## src/rtl/ftl_pkg.sv

```systemverilog
package ftl_pkg;

    typedef enum logic [1:0] {
        OP_READ  = 2'd0,
        OP_WRITE = 2'd1,
        OP_TRIM  = 2'd2,
        OP_NONE  = 2'd3
    } ftl_op_e;

    typedef enum logic [1:0] {
        ST_IDLE     = 2'd0,
        ST_GC_MOVE  = 2'd1,
        ST_GC_ERASE = 2'd2
    } ftl_state_e;

endpackage

```

## src/rtl/ftl_flash_array.sv

```systemverilog
module ftl_flash_array #(
    parameter int NUM_BLOCKS      = 8,
    parameter int PAGES_PER_BLOCK = 4,
    parameter int DATA_W          = 8,
    localparam int BW = $clog2(NUM_BLOCKS),
    localparam int PW = $clog2(PAGES_PER_BLOCK)
) (
    input  logic              clk,
    input  logic              rst,
    input  logic              prog_en,
    input  logic [BW-1:0]     prog_blk,
    input  logic [PW-1:0]     prog_pg,
    input  logic [DATA_W-1:0] prog_data,
    input  logic              erase_en,
    input  logic [BW-1:0]     erase_blk,
    input  logic [BW-1:0]     rd_blk,
    input  logic [PW-1:0]     rd_pg,
    output logic [DATA_W-1:0] rd_data,
    input  logic [BW-1:0]     raw_blk,
    input  logic [PW-1:0]     raw_pg,
    output logic [DATA_W-1:0] raw_data,
    output logic              raw_erased
);

    logic [DATA_W-1:0]          cells_q  [NUM_BLOCKS][PAGES_PER_BLOCK];
    logic [PAGES_PER_BLOCK-1:0] erased_q [NUM_BLOCKS];

    always_ff @(posedge clk) begin
        if (rst) begin
            for (int b = 0; b < NUM_BLOCKS; b++) begin
                erased_q[b] <= '1;
                for (int p = 0; p < PAGES_PER_BLOCK; p++) cells_q[b][p] <= '1;
            end
        end else begin
            // bits may only fall from one to zero; a used page is refused
            if (prog_en && erased_q[prog_blk][prog_pg]) begin
                cells_q[prog_blk][prog_pg]  <= cells_q[prog_blk][prog_pg] & prog_data;
                erased_q[prog_blk][prog_pg] <= 1'b0;
            end
            if (erase_en) begin
                erased_q[erase_blk] <= '1;
                for (int p = 0; p < PAGES_PER_BLOCK; p++) cells_q[erase_blk][p] <= '1;
            end
        end
    end

    assign rd_data    = cells_q[rd_blk][rd_pg];
    assign raw_data   = cells_q[raw_blk][raw_pg];
    assign raw_erased = erased_q[raw_blk][raw_pg];

    assert_prog_erased_R10: assert property (@(posedge clk) disable iff (rst)
        prog_en |-> erased_q[prog_blk][prog_pg]);

    assert_erase_clean_R9: assert property (@(posedge clk) disable iff (rst)
        (erase_en && !prog_en) |=> (erased_q[$past(erase_blk)] == '1));

endmodule

```

## src/rtl/ftl_victim_pick.sv

```systemverilog
module ftl_victim_pick #(
    parameter int NUM_BLOCKS      = 8,
    parameter int PAGES_PER_BLOCK = 4,
    localparam int BW = $clog2(NUM_BLOCKS),
    localparam int VW = $clog2(PAGES_PER_BLOCK + 1)
) (
    input  logic [VW-1:0]         live_cnt [NUM_BLOCKS],
    input  logic [NUM_BLOCKS-1:0] eligible,
    output logic [BW-1:0]         victim,
    output logic                  found
);

    logic [VW-1:0] best;

    // ascending scan with strict compare keeps the lowest index on ties
    always_comb begin
        victim = '0;
        found  = 1'b0;
        best   = '1;
        for (int b = 0; b < NUM_BLOCKS; b++) begin
            if (eligible[b] && (!found || live_cnt[b] < best)) begin
                victim = BW'(b);
                best   = live_cnt[b];
                found  = 1'b1;
            end
        end
    end

endmodule

```

## src/rtl/page_map_ftl.sv

```systemverilog
module page_map_ftl
    import ftl_pkg::*;
#(
    parameter int NUM_BLOCKS      = 8,
    parameter int PAGES_PER_BLOCK = 4,
    parameter int LOGICAL_PAGES   = 16,
    parameter int DATA_W          = 8,
    parameter int CNT_W           = 16,
    parameter int GC_THRESHOLD    = 1,
    localparam int BW = $clog2(NUM_BLOCKS),
    localparam int PW = $clog2(PAGES_PER_BLOCK),
    localparam int LW = $clog2(LOGICAL_PAGES),
    localparam int VW = $clog2(PAGES_PER_BLOCK + 1)
) (
    input  logic              clk,
    input  logic              rst,
    input  logic              req_valid,
    input  logic [1:0]        req_op,
    input  logic [LW-1:0]     req_lpa,
    input  logic [DATA_W-1:0] req_data,
    output logic              req_ready,
    output logic              rsp_valid,
    output logic [DATA_W-1:0] rsp_data,
    output logic              rsp_unmapped,
    input  logic [BW-1:0]     raw_blk,
    input  logic [PW-1:0]     raw_pg,
    output logic [DATA_W-1:0] raw_data,
    output logic              raw_erased,
    output logic [CNT_W-1:0]  host_writes,
    output logic [CNT_W-1:0]  reloc_writes,
    output logic [CNT_W-1:0]  block_erases
);

    typedef struct packed {
        logic          mapped;
        logic [BW-1:0] blk;
        logic [PW-1:0] pg;
    } map_entry_t;

    localparam logic [PW-1:0] LAST_PG = PW'(PAGES_PER_BLOCK - 1);

    ftl_state_e state_q;
    ftl_op_e    op;

    map_entry_t                 l2p_q   [LOGICAL_PAGES];
    logic [LW-1:0]              p2l_q   [NUM_BLOCKS][PAGES_PER_BLOCK];
    logic [PAGES_PER_BLOCK-1:0] valid_q [NUM_BLOCKS];
    logic [NUM_BLOCKS-1:0]      free_q;
    logic [BW-1:0]              act_blk_q, vic_q, first_free, victim;
    logic [PW-1:0]              act_pg_q, scan_q;
    logic [BW:0]                free_cnt;
    logic [VW-1:0]              live_cnt [NUM_BLOCKS];
    logic [NUM_BLOCKS-1:0]      eligible;
    logic                       vic_found, host_acc, need_gc;
    map_entry_t                 cur_map;

    logic              prog_en, erase_en;
    logic [BW-1:0]     prog_blk, erase_blk, rd_blk;
    logic [PW-1:0]     prog_pg, rd_pg;
    logic [DATA_W-1:0] prog_data, rd_data;

    assign op       = ftl_op_e'(req_op);
    assign free_cnt = (BW+1)'($countones(free_q));
    assign need_gc  = free_cnt <= (BW+1)'(GC_THRESHOLD);
    assign req_ready = (state_q == ST_IDLE) && !need_gc;
    assign host_acc  = req_valid && req_ready;
    assign cur_map   = l2p_q[req_lpa];

    for (genvar g = 0; g < NUM_BLOCKS; g++) begin : g_blk
        assign live_cnt[g] = VW'($countones(valid_q[g]));
        assign eligible[g] = !free_q[g] && (act_blk_q != BW'(g));
    end

    always_comb begin
        first_free = '0;
        for (int b = NUM_BLOCKS - 1; b >= 0; b--)
            if (free_q[b]) first_free = BW'(b);
    end

    ftl_victim_pick #(
        .NUM_BLOCKS(NUM_BLOCKS), .PAGES_PER_BLOCK(PAGES_PER_BLOCK)
    ) u_pick (
        .live_cnt(live_cnt), .eligible(eligible), .victim(victim), .found(vic_found)
    );

    // flash command steering
    always_comb begin
        prog_en   = 1'b0;
        prog_blk  = act_blk_q;
        prog_pg   = act_pg_q;
        prog_data = req_data;
        erase_en  = 1'b0;
        erase_blk = vic_q;
        rd_blk    = cur_map.blk;
        rd_pg     = cur_map.pg;
        unique case (state_q)
            ST_GC_MOVE: begin
                rd_blk    = vic_q;
                rd_pg     = scan_q;
                prog_en   = valid_q[vic_q][scan_q];
                prog_data = rd_data;
            end
            ST_GC_ERASE: erase_en = 1'b1;
            default:     prog_en  = host_acc && (op == OP_WRITE);
        endcase
    end

    ftl_flash_array #(
        .NUM_BLOCKS(NUM_BLOCKS), .PAGES_PER_BLOCK(PAGES_PER_BLOCK), .DATA_W(DATA_W)
    ) u_array (
        .clk(clk), .rst(rst),
        .prog_en(prog_en), .prog_blk(prog_blk), .prog_pg(prog_pg), .prog_data(prog_data),
        .erase_en(erase_en), .erase_blk(erase_blk),
        .rd_blk(rd_blk), .rd_pg(rd_pg), .rd_data(rd_data),
        .raw_blk(raw_blk), .raw_pg(raw_pg), .raw_data(raw_data), .raw_erased(raw_erased)
    );

    always_ff @(posedge clk) begin
        if (rst) begin
            state_q      <= ST_IDLE;
            act_blk_q    <= '0;
            act_pg_q     <= '0;
            vic_q        <= '0;
            scan_q       <= '0;
            free_q       <= {{(NUM_BLOCKS-1){1'b1}}, 1'b0};
            rsp_valid    <= 1'b0;
            rsp_data     <= '1;
            rsp_unmapped <= 1'b0;
            host_writes  <= '0;
            reloc_writes <= '0;
            block_erases <= '0;
            for (int l = 0; l < LOGICAL_PAGES; l++) l2p_q[l] <= '0;
            for (int b = 0; b < NUM_BLOCKS; b++) begin
                valid_q[b] <= '0;
                for (int p = 0; p < PAGES_PER_BLOCK; p++) p2l_q[b][p] <= '0;
            end
        end else begin
            rsp_valid <= 1'b0;
            unique case (state_q)
                ST_IDLE: begin
                    if (host_acc) begin
                        unique case (op)
                            OP_READ: begin
                                rsp_valid    <= 1'b1;
                                rsp_data     <= cur_map.mapped ? rd_data : '1;
                                rsp_unmapped <= !cur_map.mapped;
                            end
                            OP_WRITE: begin
                                if (cur_map.mapped) valid_q[cur_map.blk][cur_map.pg] <= 1'b0;
                                p2l_q[act_blk_q][act_pg_q] <= req_lpa;
                                l2p_q[req_lpa] <= map_entry_t'({1'b1, act_blk_q, act_pg_q});
                                host_writes <= host_writes + CNT_W'(1);
                            end
                            OP_TRIM: begin
                                if (cur_map.mapped) valid_q[cur_map.blk][cur_map.pg] <= 1'b0;
                                l2p_q[req_lpa].mapped <= 1'b0;
                            end
                            default: ;
                        endcase
                    end else if (need_gc) begin
                        vic_q   <= victim;
                        scan_q  <= '0;
                        state_q <= ST_GC_MOVE;
                    end
                end
                ST_GC_MOVE: begin
                    if (valid_q[vic_q][scan_q]) begin
                        valid_q[vic_q][scan_q] <= 1'b0;
                        p2l_q[act_blk_q][act_pg_q] <= p2l_q[vic_q][scan_q];
                        l2p_q[p2l_q[vic_q][scan_q]] <= map_entry_t'({1'b1, act_blk_q, act_pg_q});
                        reloc_writes <= reloc_writes + CNT_W'(1);
                    end
                    if (scan_q == LAST_PG) state_q <= ST_GC_ERASE;
                    else                   scan_q  <= scan_q + PW'(1);
                end
                ST_GC_ERASE: begin
                    free_q[vic_q]  <= 1'b1;
                    valid_q[vic_q] <= '0;
                    block_erases   <= block_erases + CNT_W'(1);
                    state_q        <= ST_IDLE;
                end
                default: state_q <= ST_IDLE;
            endcase
            // write frontier: the new copy becomes live, the block closes on its last page
            if (prog_en) begin
                valid_q[act_blk_q][act_pg_q] <= 1'b1;
                if (act_pg_q == LAST_PG) begin
                    act_blk_q          <= first_free;
                    free_q[first_free] <= 1'b0;
                    act_pg_q           <= '0;
                end else begin
                    act_pg_q <= act_pg_q + PW'(1);
                end
            end
        end
    end

    assert_read_answer_R2: assert property (@(posedge clk) disable iff (rst)
        (host_acc && op == OP_READ) |=> rsp_valid);

    assert_host_count_R3: assert property (@(posedge clk) disable iff (rst)
        (host_acc && op == OP_WRITE) |=> host_writes == $past(host_writes) + CNT_W'(1));

    assert_no_host_in_gc_R6: assert property (@(posedge clk) disable iff (rst)
        (state_q != ST_IDLE) |=> $stable(host_writes));

    assert_victim_legal_R7: assert property (@(posedge clk) disable iff (rst)
        (state_q == ST_IDLE && need_gc) |-> (vic_found && eligible[victim]));

    assert_reloc_only_gc_R8: assert property (@(posedge clk) disable iff (rst)
        (state_q == ST_IDLE) |=> $stable(reloc_writes));

endmodule

```

## config.mk

```make
export PLATFORM = sky130hd
export DESIGN_NAME = page_map_ftl
export DESIGN_NICKNAME = d
export VERILOG_FILES = /design/src/rtl/ftl_pkg.sv /design/src/rtl/ftl_flash_array.sv /design/src/rtl/ftl_victim_pick.sv /design/src/rtl/page_map_ftl.sv
export SDC_FILE = /design/constraint.sdc
export NUM_CORES = 1
export LEC_CHECK = 0
export ABC_AREA = 1
export BUFFER_PORTS_ARGS = -buffer_cell sky130_fd_sc_hd__buf_4
export CELL_PAD_IN_SITES_DETAIL_PLACEMENT = 0
export CELL_PAD_IN_SITES_GLOBAL_PLACEMENT = 1
export CORE_MARGIN = 2
export CORE_UTILIZATION = 49
export CTS_CLUSTER_DIAMETER = 40
export DETAILED_ROUTE_END_ITERATION = 8
export PLACE_DENSITY = 0.9
export SYNTH_ARGS = -nofsm -noshare
export SYNTH_HDL_FRONTEND = slang
export SYNTH_SLANG_ARGS = --single-unit
```

## constraint.sdc

```tcl
create_clock -name clk -period 8.6 [get_ports clk]
set_input_delay 0.86 -clock clk [delete_from_list [all_inputs] [get_ports clk]]
set_output_delay 0.86 -clock clk [all_outputs]
set_load 0.005 [all_outputs]
```

After elaboration in Yosys (flattened, before gate mapping)
Memories as Yosys holds them, arrays and structs flattened. A register that Yosys moved wholly into a read port is not among the register bits.
Cells that the tools add are included.
{"block": "op_classes", "add_sub_neg": 36, "magnitude_cmp": 24, "eq_ne": 17, "muxes": 186, "n_bitwise": 35, "reduce_logical": 71}
{"operator": "two-way mux 32 bit", "n": 5}
{"operator": "two-way mux 3 bit", "n": 36}
{"operator": "two-way mux 8 bit", "n": 13}
{"operator": "two-way mux 4 bit", "n": 20}
{"operator": "two-way mux 1 bit", "n": 77}
{"operator": "two-way mux 16 bit", "n": 4}
{"operator": "OR reduction 32 bit", "n": 2}
{"operator": "adder 16 x 1 -> 16 bit (second input constant)", "n": 3}
{"operator": "binary-select mux 8 bit (select 2 bit)", "n": 3}
{"operator": "adder 1 x 1 -> 2 bit", "n": 20}
{"operator": "adder 2 x 2 -> 3 bit", "n": 10}
{"operator": "logical AND 1 bit", "n": 25}
{"operator": "bitwise OR 1 bit", "n": 25}
{"operator": "two-way mux 2 bit", "n": 12}
{"operator": "less-than comparator 3 bit", "n": 7}
{"operator": "OR reduction 4 bit", "n": 5}
{"operator": "zero test 1 bit", "n": 17}
{"operator": "AND 8 bit", "n": 2}
{"operator": "demux 8 bit (select 2 bit)", "n": 1}
{"operator": "OR reduction 16 bit", "n": 1}
{"operator": "greater-or-equal comparator 3 bit (second input constant)", "n": 4}
{"operator": "less-than comparator 2 x 3 -> 1 bit (second input constant)", "n": 4}
{"operator": "two-way mux 6 bit", "n": 2}
{"operator": "!= test 3 bit (second input constant)", "n": 4}
{"operator": "32 further kinds", "n": 67}
{"block": "totals", "regBits": 78, "ramBits": 544, "in_bits": 22, "output_inout_bits": 68, "elab_cells": 386, "memories": 5}
{"memory": "u_array.cells_q", "depth": 8, "width": 32, "rd": 3, "rd_ports_with_merged_regs": 1, "wr": 8, "line": "ftl_flash_array.sv:25", "rtl": "logic [DATA_W-1:0] cells_q [NUM_BLOCKS][PAGES_PER_BLOCK];"}
{"memory": "p2l_q", "depth": 8, "width": 16, "rd": 1, "rd_ports_with_merged_regs": 1, "wr": 8, "line": "page_map_ftl.sv:46", "rtl": "logic [LW-1:0] p2l_q [NUM_BLOCKS][PAGES_PER_BLOCK];"}
{"memory": "l2p_q", "depth": 16, "width": 6, "rd": 1, "rd_ports_with_merged_regs": 0, "wr": 16, "line": "page_map_ftl.sv:45", "rtl": "map_entry_t l2p_q [LOGICAL_PAGES];"}
{"memory": "u_array.erased_q", "depth": 8, "width": 4, "rd": 2, "rd_ports_with_merged_regs": 1, "wr": 8, "line": "ftl_flash_array.sv:26", "rtl": "logic [PAGES_PER_BLOCK-1:0] erased_q [NUM_BLOCKS];"}
{"memory": "valid_q", "depth": 8, "width": 4, "rd": 9, "rd_ports_with_merged_regs": 1, "wr": 8, "line": "page_map_ftl.sv:47", "rtl": "logic [PAGES_PER_BLOCK-1:0] valid_q [NUM_BLOCKS];"}

Depth between registers and ports, before layout
An unclocked memory read counts as a cell.
{"block": "logic_depth", "word_depth": 34, "ltp_mapped": 66, "depth_no_buf": 66}

Modules after synthesis
From an unflattened synthesis, not the netlist that was laid out.
{"block": "hier_totals", "cells_unflattened": 5557, "hier_area_um2": 37668.6}
{"module": "ftl_flash_array", "instances": 1, "cells_per_inst": 3365, "area_each_um2": 19510.0, "seq_area_each_um2": 5765.5}
{"module": "page_map_ftl", "instances": 1, "cells_per_inst": 2014, "area_each_um2": 17279.1, "seq_area_each_um2": 8988.6}
{"module": "ftl_victim_pick", "instances": 1, "cells_per_inst": 178, "area_each_um2": 879.6, "seq_area_each_um2": 0.0}

Worst setup path before layout
OpenSTA, ideal clock, no wires.
{"block": "synth_path", "kind": "reg-to-reg", "startpoint": "memory valid_q[0][0]", "endpoint": "register (tool-made name)", "setup_time_ps": 70, "t_arrival_ps": 6911, "required_time_ps": 8530, "slack_ps": 1619, "stages_incl_launch_ff": 54, "path_buffers": 0, "synth_period_minus_slack_ps": 6981, "cell_sequence": "dfxtp_1 > inv_1 > fa_1 > inv_1 > ha_1 > ha_1 > nor2_1 > ha_1 > nand2_1 > nand2_1 > nand2_2 > nand2_2 > o21ai_0 > ha_1 > nand2_1 > inv_1 > nand2_1 > nand2_1 > (+18 left out) > nand2_1 > nand2_1 > nand2_2 > nand2_4 > o21ai_0 > ha_1 > a21oi_1 > nand2_1 > nand2_2 > nand2_4 > nand2_1 > o21ai_0 > ha_1 > a21oi_1 > nand2_1 > nand2_1 > nand2_2 > a21oi_2"}
{"element": "start, declared", "line": "page_map_ftl.sv:47"}

==> results.sh <==
export IMPL_place_area_mm2=0.0363
export IMPL_ir_drop_mv=0.194
export IMPL_synth_edf_count=512
export IMPL_ys_seq_area_frac=0.510
export IMPL_synthTopCellsByArea="edfxtp_1, o21ai_0, nor2_1, dfxtp_1, nand2_1"
export IMPL_tns_ns=0
export IMPL_critical_path_top_delay_family="adder cells"
export IMPL_cts_buffers=100
export IMPL_synth_async_reset_ratio=0
export IMPL_port_buffer_count=89
export IMPL_p_sw_frac=0.304
export IMPL_clkLatencyLatePin_ns=0.67
export IMPL_ys_flop_type="edfxtp_1"
export IMPL_cp_slowest_cell="fa_1"
export IMPL_die_width_um=270
export IMPL_finalNonFillerCells=5168
export IMPL_layout_commonest_cell="nor2_1"
export IMPL_drv_cap=0
export IMPL_maxSlewViolCount=0
export IMPL_timing_final_ws_setup_ns=0.854
export IMPL_vias_per_cell=6.30
export IMPL_power_switching_mw=2.68
export IMPL_die_h_um=270
export IMPL_cp_required_ns=9.18
export IMPL_cts_tree="built"
export IMPL_rsz0062_at_grt="no"
export IMPL_grt_usage=0.332
export IMPL_status="complete, no violations"
export IMPL_slowest_delay_ns=0.53
export IMPL_holdWs_ns=0.462
export IMPL_grt_max_degree=112
export IMPL_fill_cells=6281
export IMPL_first_pass_iters=9
export IMPL_grt_pass1_vias=30700
export IMPL_setup_viol=0
export IMPL_area_growth_pct=14.5
export IMPL_cp_max_fo=7
export IMPL_htreeDepth=3
export IMPL_power_frac_seq=0.387
export IMPL_arrival_ns=8.33
export IMPL_avgSynthCellArea_um2=8.40
export IMPL_synth_area_mm2=0.0347
export IMPL_clock_root_buffer="clkbuf_16"
export IMPL_final_core_util=0.567
export IMPL_final_cell_area_mm2=0.0397
export IMPL_cts_buffer_depth=3
export IMPL_num_rows=97
export IMPL_synth_seq_cells=628
export IMPL_hold_viol_final=0
export IMPL_io_pins=90
export IMPL_crit_path_start_kind="flop"
export IMPL_ys_types=47
export IMPL_max_freq_mhz=129
export IMPL_clkSinkCount=628
export IMPL_finClkSkew_ns=0.0365
export IMPL_dr_total_vias=32600
export IMPL_hpwl_um=79200
export IMPL_yosys_area_top_type="edfxtp_1"
export IMPL_synthCells=4131
export IMPL_cp_end_kind="flop"
export IMPL_cp_common_cell="nand2_1"
export IMPL_ctsResizeCount=0
export IMPL_slew_limit_headroom=0.174
export IMPL_initialDrtViolationCount=5008
export IMPL_clock_power_share=0.462
export IMPL_power_frac_comb=0.151
export IMPL_post_place_ws_ns=0.886
export IMPL_hp_class="flop to flop"
export IMPL_route_detailed_drc=0
export IMPL_coreArea_mm2=0.0700
export IMPL_critPathKind="flop to flop"
export IMPL_final_layout_size_suffix_gt1_frac=0.0970
export IMPL_fin_crit_sh=0.901
export IMPL_dieArea_mm2=0.0730
export IMPL_intPower_mw=6.15
export IMPL_dp_cells=4977
export IMPL_crit_buf_inv=4
export IMPL_post_cts_buffers=0
export IMPL_yosysTopAreaCellShare=0.443
export IMPL_grt_pass1_wl_um=186000
export IMPL_grt_antenna_before_repair=2
export IMPL_syn_nets=4211
export IMPL_ys_warn_count=0
export IMPL_power_density_mw_per_mm2=222
export IMPL_routed_wl_um=124000
export IMPL_ant_nets=0
export IMPL_cts_clk_slew_worst_paths_ns=0.06
export IMPL_layout_common_cells="nor2_1, o21ai_0, nand2_1"
export IMPL_nets=4219
export IMPL_gr_total_overflow=0
export IMPL_wl_per_cell_um=24.0
export IMPL_cts_hold_buf=0
export IMPL_p_leak_nw=14.0
export IMPL_worst_pin_slew_ns=1.23
export IMPL_start_util=0.496
export IMPL_gp_congestion=1.01
export IMPL_fin_total_pwr_mw=8.83
export IMPL_layout_min_cycle_time_ns=7.75
-- layer usage --
layer  vias up  part of all wire  global-route usage  wire, um
li1      14600                 -                   -         -
met1     15200              0.36               0.420     45100
met2      2281              0.45               0.516     55600
met4         2             0.058               0.181      7200
met3       474              0.13              0.0922     16100
met5         -          0.000089                   0        11
-- state kept, by name (all words and copies together), names as in the netlist, 16 cells and up, named ones only --
name / cells
u_array.cells_q: 256
p2l_q: 128
valid_q: 32
reloc_writes: 16
l2p_q: 96
u_array.erased_q: 32
block_erases: 16
host_writes: 16
-- synth_stat cells (12+ instances only) --
cell / n
o221ai_1: 101
o211ai_1: 166
nor2_1: 778
edfxtp_1: 512
a211oi_1: 13
inv_1: 250
clkinv_1: 21
nand3_1: 147
nor3_1: 31
fa_1: 12
nand2_1: 602
buf_2: 23
dfxtp_1: 116
o21ai_1: 19
ha_1: 46
a21oi_1: 207
a31oi_1: 27
mux2i_1: 24
o21ai_0: 646
clkbuf_1: 240
a32o_1: 16
o22ai_1: 42
nand2_2: 14
-- final timing paths --
kind | start | slack, ns | endpoint | cells after the start
worst max-delay path | valid_q[0][0] | 0.85 | flop | 54
worst min register to register | reloc_writes[15] | 0.46 | reloc_writes[15] | 1
worst max register to register | valid_q[0][0] | 0.85 | flop | 54
worst min-delay path | reloc_writes[15] | 0.46 | reloc_writes[15] | 1
-- cell families after synthesis --
family,Yosys count,synth area share
flip-flops,628,0.510
multiplexers,24,0.00692
adder cells (fa/ha/maj),58,0.0235
buffers and inverters,550,0.0604
AND/OR/NAND/NOR,1602,0.184
XOR/XNOR,1,0.000252
AO/OA/AOI/OAI,1268,0.215
-- area by class of cell --
| cell class | instances | area (um^2) | share of cell area |
|---|---|---|---|
| diodes | 1 | 2.50 | 0.0000630 |
| repair buffers | 181 | 1400 | 0.0352 |
| inverters | 275 | 1050 | 0.0263 |
| clock inverters | 74 | 787 | 0.0198 |
| clock buffers | 116 | 2640 | 0.0663 |
| multi-input cells | 2953 | 15000 | 0.377 |
| flip-flops and latches | 628 | 17700 | 0.446 |
| well taps | 940 | 1180 | 0.0296 |
-- power by group through the flow --
stage | sequential, mW | combinational [mW] | clock [mW]
final | 3.42 | 1.34 | 4.08
after global routing | 3.42 | 1.39 | 4.23
after CTS | 3.41 | 1.27 | 4.09
after detailed placement | 3.48 | 1.26 | 0
after global placement | 3.47 | 1.26 | 0
after floorplan | 3.46 | 0.725 | 0
Note: power is estimated with default switching activity, not from simulation.
